## src/rtl/cookie_xlate_pkg.sv

```systemverilog
package cookie_xlate_pkg;

  // strobes from control to datapath
  typedef struct packed {
    logic capReq;   // latch cookie and mode
    logic capBase;  // latch page base from primary word
    logic capData;  // latch external word
  } xlateStrobe_t;

  typedef enum logic [2:0] {
    ST_IDLE,
    ST_LOOKUP,
    ST_PTWAIT,
    ST_EXTREQ,
    ST_EXTWAIT,
    ST_FINISH
  } xlateState_t;

endpackage

```

## src/rtl/cookie_xlate_dp.sv

```systemverilog
module cookie_xlate_dp
  import cookie_xlate_pkg::*;
#(
  parameter int SLOT_W   = 9,
  parameter int IDX_W    = 11,
  parameter int PT_BYTES = 8192,
  parameter int ADDR_W   = 48,
  parameter int PT_AW    = 10,
  localparam int COOKIE_W = SLOT_W + IDX_W
) (
  input  logic                clk,
  input  logic                rstN,
  input  xlateStrobe_t        strobe,
  input  logic                alignedMode,
  input  logic [COOKIE_W-1:0] reqCookie,
  input  logic [63:0]         ptRdData,
  input  logic [63:0]         extRspData,
  output logic                inRange,
  output logic [PT_AW-1:0]    ptAddr,
  output logic [ADDR_W-1:0]   extReqAddr,
  output logic [63:0]         rspData
);
  localparam int PACKED_ENTRIES = PT_BYTES / 4;
  localparam int WIDE_ENTRIES   = PT_BYTES / 8;
  localparam int PAGE_SHIFT     = 12;
  localparam int HALF_W         = 32;

  logic [COOKIE_W-1:0] cookieQ;
  logic                modeQ;
  logic [ADDR_W-1:0]   baseQ;
  logic [63:0]         dataQ;

  logic [IDX_W-1:0]    idx;
  logic [SLOT_W-1:0]   slot;
  logic [IDX_W-1:0]    wordIdx;
  logic [HALF_W-1:0]   halfEntry;
  logic [ADDR_W-1:0]   packedBase;
  logic [ADDR_W-1:0]   wideBase;

  assign idx  = cookieQ[COOKIE_W-1:SLOT_W];
  assign slot = cookieQ[SLOT_W-1:0];

  // packed mode: two entries share a 64-bit word
  assign wordIdx = modeQ ? {1'b0, idx[IDX_W-1:1]} : idx;
  assign ptAddr  = wordIdx[PT_AW-1:0];

  assign inRange = modeQ ? (32'(idx) < PACKED_ENTRIES) : (32'(idx) < WIDE_ENTRIES);

  assign halfEntry  = idx[0] ? ptRdData[63:32] : ptRdData[31:0];
  assign packedBase = ADDR_W'({halfEntry, {PAGE_SHIFT{1'b0}}});
  assign wideBase   = ptRdData[ADDR_W-1:0];

  always_ff @(posedge clk or negedge rstN) begin
    if (!rstN) begin
      cookieQ <= '0;
      modeQ   <= 1'b0;
      baseQ   <= '0;
      dataQ   <= '0;
    end else begin
      if (strobe.capReq) begin
        cookieQ <= reqCookie;
        modeQ   <= alignedMode;
      end
      if (strobe.capBase) baseQ <= modeQ ? packedBase : wideBase;
      if (strobe.capData) dataQ <= extRspData;
    end
  end

  assign extReqAddr = baseQ + (ADDR_W'(slot) << 3);
  assign rspData    = dataQ;

endmodule

```

## src/rtl/cookie_xlate_ctrl.sv

```systemverilog
module cookie_xlate_ctrl
  import cookie_xlate_pkg::*;
(
  input  logic         clk,
  input  logic         rstN,
  input  logic         reqValid,
  input  logic         inRange,
  input  logic         extReqReady,
  input  logic         extRspValid,
  output logic         reqReady,
  output logic         ptRdEn,
  output logic         extReqValid,
  output logic         rspDone,
  output logic         rspError,
  output xlateStrobe_t strobe
);
  xlateState_t state, nextState;
  logic        errQ, errNext;

  always_comb begin
    nextState = state;
    errNext   = errQ;
    strobe    = '0;
    unique case (state)
      ST_IDLE: if (reqValid) begin
        strobe.capReq = 1'b1;
        nextState     = ST_LOOKUP;
      end
      ST_LOOKUP: begin
        errNext   = !inRange;
        nextState = inRange ? ST_PTWAIT : ST_FINISH;
      end
      ST_PTWAIT: begin
        strobe.capBase = 1'b1;
        nextState      = ST_EXTREQ;
      end
      ST_EXTREQ:  if (extReqReady) nextState = ST_EXTWAIT;
      ST_EXTWAIT: if (extRspValid) begin
        strobe.capData = 1'b1;
        nextState      = ST_FINISH;
      end
      ST_FINISH: nextState = ST_IDLE;
      default:   nextState = ST_IDLE;
    endcase
  end

  always_ff @(posedge clk or negedge rstN) begin
    if (!rstN) begin
      state <= ST_IDLE;
      errQ  <= 1'b0;
    end else begin
      state <= nextState;
      errQ  <= errNext;
    end
  end

  assign reqReady    = (state == ST_IDLE);
  assign ptRdEn      = (state == ST_LOOKUP) && inRange;
  assign extReqValid = (state == ST_EXTREQ);
  assign rspDone     = (state == ST_FINISH);
  assign rspError    = (state == ST_FINISH) && errQ;

  assert_done_pulse_R6: assert property (@(posedge clk) disable iff (!rstN)
    rspDone |=> !rspDone);

  assert_busy_after_accept_R8: assert property (@(posedge clk) disable iff (!rstN)
    (reqValid && reqReady) |=> !reqReady);

  assert_error_quiet_R7: assert property (@(posedge clk) disable iff (!rstN)
    (rspDone && rspError) |-> $past(!ptRdEn) && !extReqValid);

endmodule

```

## src/rtl/cookie_xlate.sv

```systemverilog
module cookie_xlate
  import cookie_xlate_pkg::*;
#(
  parameter int SLOT_W   = 9,
  parameter int IDX_W    = 11,
  parameter int PT_BYTES = 8192,
  parameter int ADDR_W   = 48,
  localparam int COOKIE_W = SLOT_W + IDX_W,
  localparam int PT_AW    = $clog2(PT_BYTES / 8)
) (
  input  logic                clk,
  input  logic                rstN,
  input  logic                alignedMode,
  input  logic                reqValid,
  output logic                reqReady,
  input  logic [COOKIE_W-1:0] reqCookie,
  output logic                rspDone,
  output logic [63:0]         rspData,
  output logic                rspError,
  output logic                ptRdEn,
  output logic [PT_AW-1:0]    ptAddr,
  input  logic [63:0]         ptRdData,
  output logic                extReqValid,
  input  logic                extReqReady,
  output logic [ADDR_W-1:0]   extReqAddr,
  input  logic                extRspValid,
  input  logic [63:0]         extRspData
);
  xlateStrobe_t strobe;
  logic         inRange;

  cookie_xlate_ctrl u_ctrl (
    .clk         (clk),
    .rstN        (rstN),
    .reqValid    (reqValid),
    .inRange     (inRange),
    .extReqReady (extReqReady),
    .extRspValid (extRspValid),
    .reqReady    (reqReady),
    .ptRdEn      (ptRdEn),
    .extReqValid (extReqValid),
    .rspDone     (rspDone),
    .rspError    (rspError),
    .strobe      (strobe)
  );

  cookie_xlate_dp #(
    .SLOT_W   (SLOT_W),
    .IDX_W    (IDX_W),
    .PT_BYTES (PT_BYTES),
    .ADDR_W   (ADDR_W),
    .PT_AW    (PT_AW)
  ) u_dp (
    .clk         (clk),
    .rstN        (rstN),
    .strobe      (strobe),
    .alignedMode (alignedMode),
    .reqCookie   (reqCookie),
    .ptRdData    (ptRdData),
    .extRspData  (extRspData),
    .inRange     (inRange),
    .ptAddr      (ptAddr),
    .extReqAddr  (extReqAddr),
    .rspData     (rspData)
  );

  assert_ext_hold_R8: assert property (@(posedge clk) disable iff (!rstN)
    (extReqValid && !extReqReady) |=> extReqValid && $stable(extReqAddr));

endmodule

```

## config.mk

```make
export PLATFORM = sky130hd
export DESIGN_NAME = cookie_xlate
export DESIGN_NICKNAME = d
export VERILOG_FILES = /design/src/rtl/cookie_xlate_pkg.sv /design/src/rtl/cookie_xlate_dp.sv /design/src/rtl/cookie_xlate_ctrl.sv /design/src/rtl/cookie_xlate.sv
export SDC_FILE = /design/constraint.sdc
export NUM_CORES = 1
export LEC_CHECK = 0
export ABC_AREA = 1
export BUFFER_PORTS_ARGS = -buffer_cell sky130_fd_sc_hd__buf_2
export CORE_MARGIN = 2
export CORE_UTILIZATION = 46
export DETAILED_ROUTE_END_ITERATION = 7
export GPL_ROUTABILITY_DRIVEN = 0
export PLACE_DENSITY = 0.88
export SKIP_CTS_REPAIR_TIMING = 1
export SYNTH_ARGS = -nofsm -noshare
export SYNTH_HDL_FRONTEND = slang
export SYNTH_SLANG_ARGS = --single-unit
```

## constraint.sdc

```tcl
create_clock -name clk -period 2 [get_ports clk]
set_input_delay 0.4 -clock clk [delete_from_list [all_inputs] [get_ports clk]]
set_output_delay 0.4 -clock clk [all_outputs]
set_load 0.005 [all_outputs]
```

==> results by group <==
Power
  • Worst IR Drop VDD: 1.45 mV
  • Leakage Power: 5.53 nW
  • PwrDens: 1750 nW/um^2

Critical path
  • CP Cell Sequence: ha_4 > nand2_4 > inv_1 > a21oi_2 > nor2_1 > inv_1 > nand2_4 > nand2_1 > nand2_1 > nand2_1 > buf_2
  • Worst Path Arrival: 2340 ps
  • Worst path top cell family by delay: simple AND/OR/NAND/NOR gates
  • Critical-path top delay cell: dfrtp_1
  • Worst EP required: 1600 ps
  • Worst Path Buf+Inv: 3
  • Max stage delay on crit path: 410 ps
  • CP max FO: 7
  • Setup crit start kind: flip-flop
  • CP Class: flip-flop to primary output
  • Most common cell on crit path: nand2_1
  • Crit end category: primary output

Yosys
  • Yosys top cell area share: 0.434
  • Yosys Warn Count: 0
  • Library cells used by synthesis: 35
  • Synth top area cells: dfrtp_1 43%, nand2_1 12%, mux2_2 11%
  • Mapped Avg Cell Area: 8.17 sq um
  • Sequential fraction of the synthesis area: 0.434
  • Post-Syn Nets: 1131
  • Yosys top cell by area: dfrtp_1
  • Post-Syn Instances: 967
  • Fraction of registers with async set/reset: 1.00
  • Synth Register Bits: 137
  • Number of synthesized flops with an enable pin: 0
  • Ys flop type: dfrtp_1
  • Post-synthesis cell area: 7900 sq um

STA
  • Worst slew margin: 0.697
  • Final setup vio count: 44
  • Crit share post-route: 1.37
  • RSZ-0062 raised after global routing: yes
  • Slew @ Worst Pin: 454 ps
  • Hold WS: 202 ps
  • Final Slew Violations: 0
  • Final Hold Viols: 0
  • Tmin final: 2740 ps
  • Setup ws final: -741 ps
  • Skew final: 10.0 ps
  • Final setup TNS: -23490 ps
  • Fmax: 365 MHz

Layout
  • Final Instance Area: 10800 sq um
  • Layout cells sized above 1: 0.438
  • Area grow syn2layout: 37.0%
  • Most frequent cells in the layout: 279 x buf_2, 208 x nand2_1, 126 x dfrtp_1
  • Commonest non-fill, non-tap cell in the layout: buf_2
  • Non-Filler Instances: 1502
  • Fin nets: 1432

Routing
  • DR iter-0 viols: 1009
  • Detailed-route via count: 8352
  • Routed len/inst: 19.0 microns
  • Vias per inst: 5.56
  • DRC: 3
  • ANT nets after route: 0
  • Post-Route WL: 28600 microns
  • Pre-Repair DR Iteration Count: 8

Run status
  • Status: complete, but fails checks
  • Failing checks: design-rule violations, negative setup slack

CTS
  • # H-tree levels: 4
  • CTS buffer count: 17
  • Root Driver: clkbuf_16
  • Latest clock arrival within the worst-skew pair: 430 ps
  • CTS tree: yes
  • Clock transition at the registers of the reported paths: 70 ps
  • Max clock buf depth: 2
  • CTS Sinks: 137

Placement
  • Area after DPL: 9610 sq um
  • Dpl hpwl: 20700 microns
  • PortBufs: 280
  • Dpl cells: 1456
  • Pre-CTS setup slack: -178 ps

Floorplan
  • Initial core utilization: 0.473
  • Die extent in y: 135 microns
  • Die W: 135 microns
  • I/O Pins: 281
  • Core ar.: 16700 sq um
  • # rows: 47
  • Die footprint: 18200 sq um

Global route
  • GRT Util Overall: 0.286
  • Initial antenna violation count: 4
  • Largest net degree at the start of global routing: 79
  • Number of global-route vias before repair: 7757
  • Remaining Overflow, GRT: 0
  • First-pass GRT wire length: 40100 microns

Min path
  • Hold WC Path Type: input port to flip-flop

Job
  • Max_cap viols: 0
## cell type report
cell class                 count  area [sq um]
fill                        1328          5880
tap                          220           275
timing repair buffer         320          1810
antenna                        1          2.50
clock buffer                  18           429
multi-input combinational    710          4440
sequential                   137          3440
inverter                      82           310
clock inverter                14           115
## cells in the mapped netlist (4+ instances only)
cell type,instances
nor2_1,137
clkbuf_8,4
nor2_2,8
nand3_1,54
mux2_4,5
nand2_2,6
a22oi_1,22
o21ai_0,50
buf_1,5
a21oi_1,41
mux2_2,77
buf_6,7
dfrtp_1,137
buf_2,7
nand4_1,5
clkbuf_1,12
a2bb2oi_1,10
nand2_1,252
xor2_1,17
inv_1,79
ha_1,9
## path summary, 6_finish.rpt
path | startpoint | end | slack, ps | cells past startpoint
min in group asynchronous | rstN | u_dp.baseQ[24]$_DFFE_PN0P_ | 460 | 2
worst min register to register | u_dp.baseQ[0]$_DFFE_PN0P_ | u_dp.baseQ[0]$_DFFE_PN0P_ | 490 | 2
worst max-delay path | u_dp.baseQ[10]$_DFFE_PN0P_ | extReqAddr[32] | -740 | 11
max in group asynchronous | rstN | u_dp.modeQ$_DFFE_PN0P_ | 890 | 3
worst max register to register | u_ctrl.state[1]$_DFFE_PN0P_ | u_dp.rspData[46]$_DFFE_PN0P_ | 370 | 4
worst min-delay path | extRspData[59] | u_dp.rspData[59]$_DFFE_PN0P_ | 200 | 2
## power breakdown
part | internal, mW | switching (mW) | leakage [nW]
clock | 1.61 | 1.31 | 0.252
combinational | 4.71 | 5.73 | 3.66
sequential | 4.20 | 1.36 | 1.62
## sequential cells by signal, summed over array words and instances (netlist names)
register,flops
u_dp.modeQ,1
u_dp.baseQ,48
u_dp.cookieQ,20
u_ctrl.state,3
u_dp.rspData,64
u_ctrl.errQ,1
## metal layers
layer  track usage  up-vias  share of wire  wire length, microns
met2         0.497      581           0.50                 14300
met3        0.0694      145           0.11                  3160
met1         0.343     3866           0.34                  9670
met5             0        -         0.0011                    31
li1              -     3754              -                     -
met4         0.111        6          0.050                  1420
## per-stage QoR
| step | power, mW | utilization |
|---|---|---|
| after floorplan | 10.4 | - |
| after global placement | 13.7 | 0.576 |
| after detailed placement | 14.1 | 0.576 |
| after CTS | 17.0 | 0.608 |
| after global routing | 20.0 | 0.648 |
| final | 18.9 | 0.648 |
## worst register-to-register path: stages, from the launching register on
cell and delay, ps:
dfrtp_1 450, nor2_4 190, nand3_4 290, buf_12 290, mux2_4 300
## logic make-up after synthesis
logic type,synth area share
xor gates and xnor gates,0.0188
AOI/OAI and AO/OA,0.0928
muxes,0.119
adders and majority gates,0.0168
DFF,0.434
buffers and inverters,0.0712
and+or+nand+nor,0.247
Power figures use the tool's default switching activity.
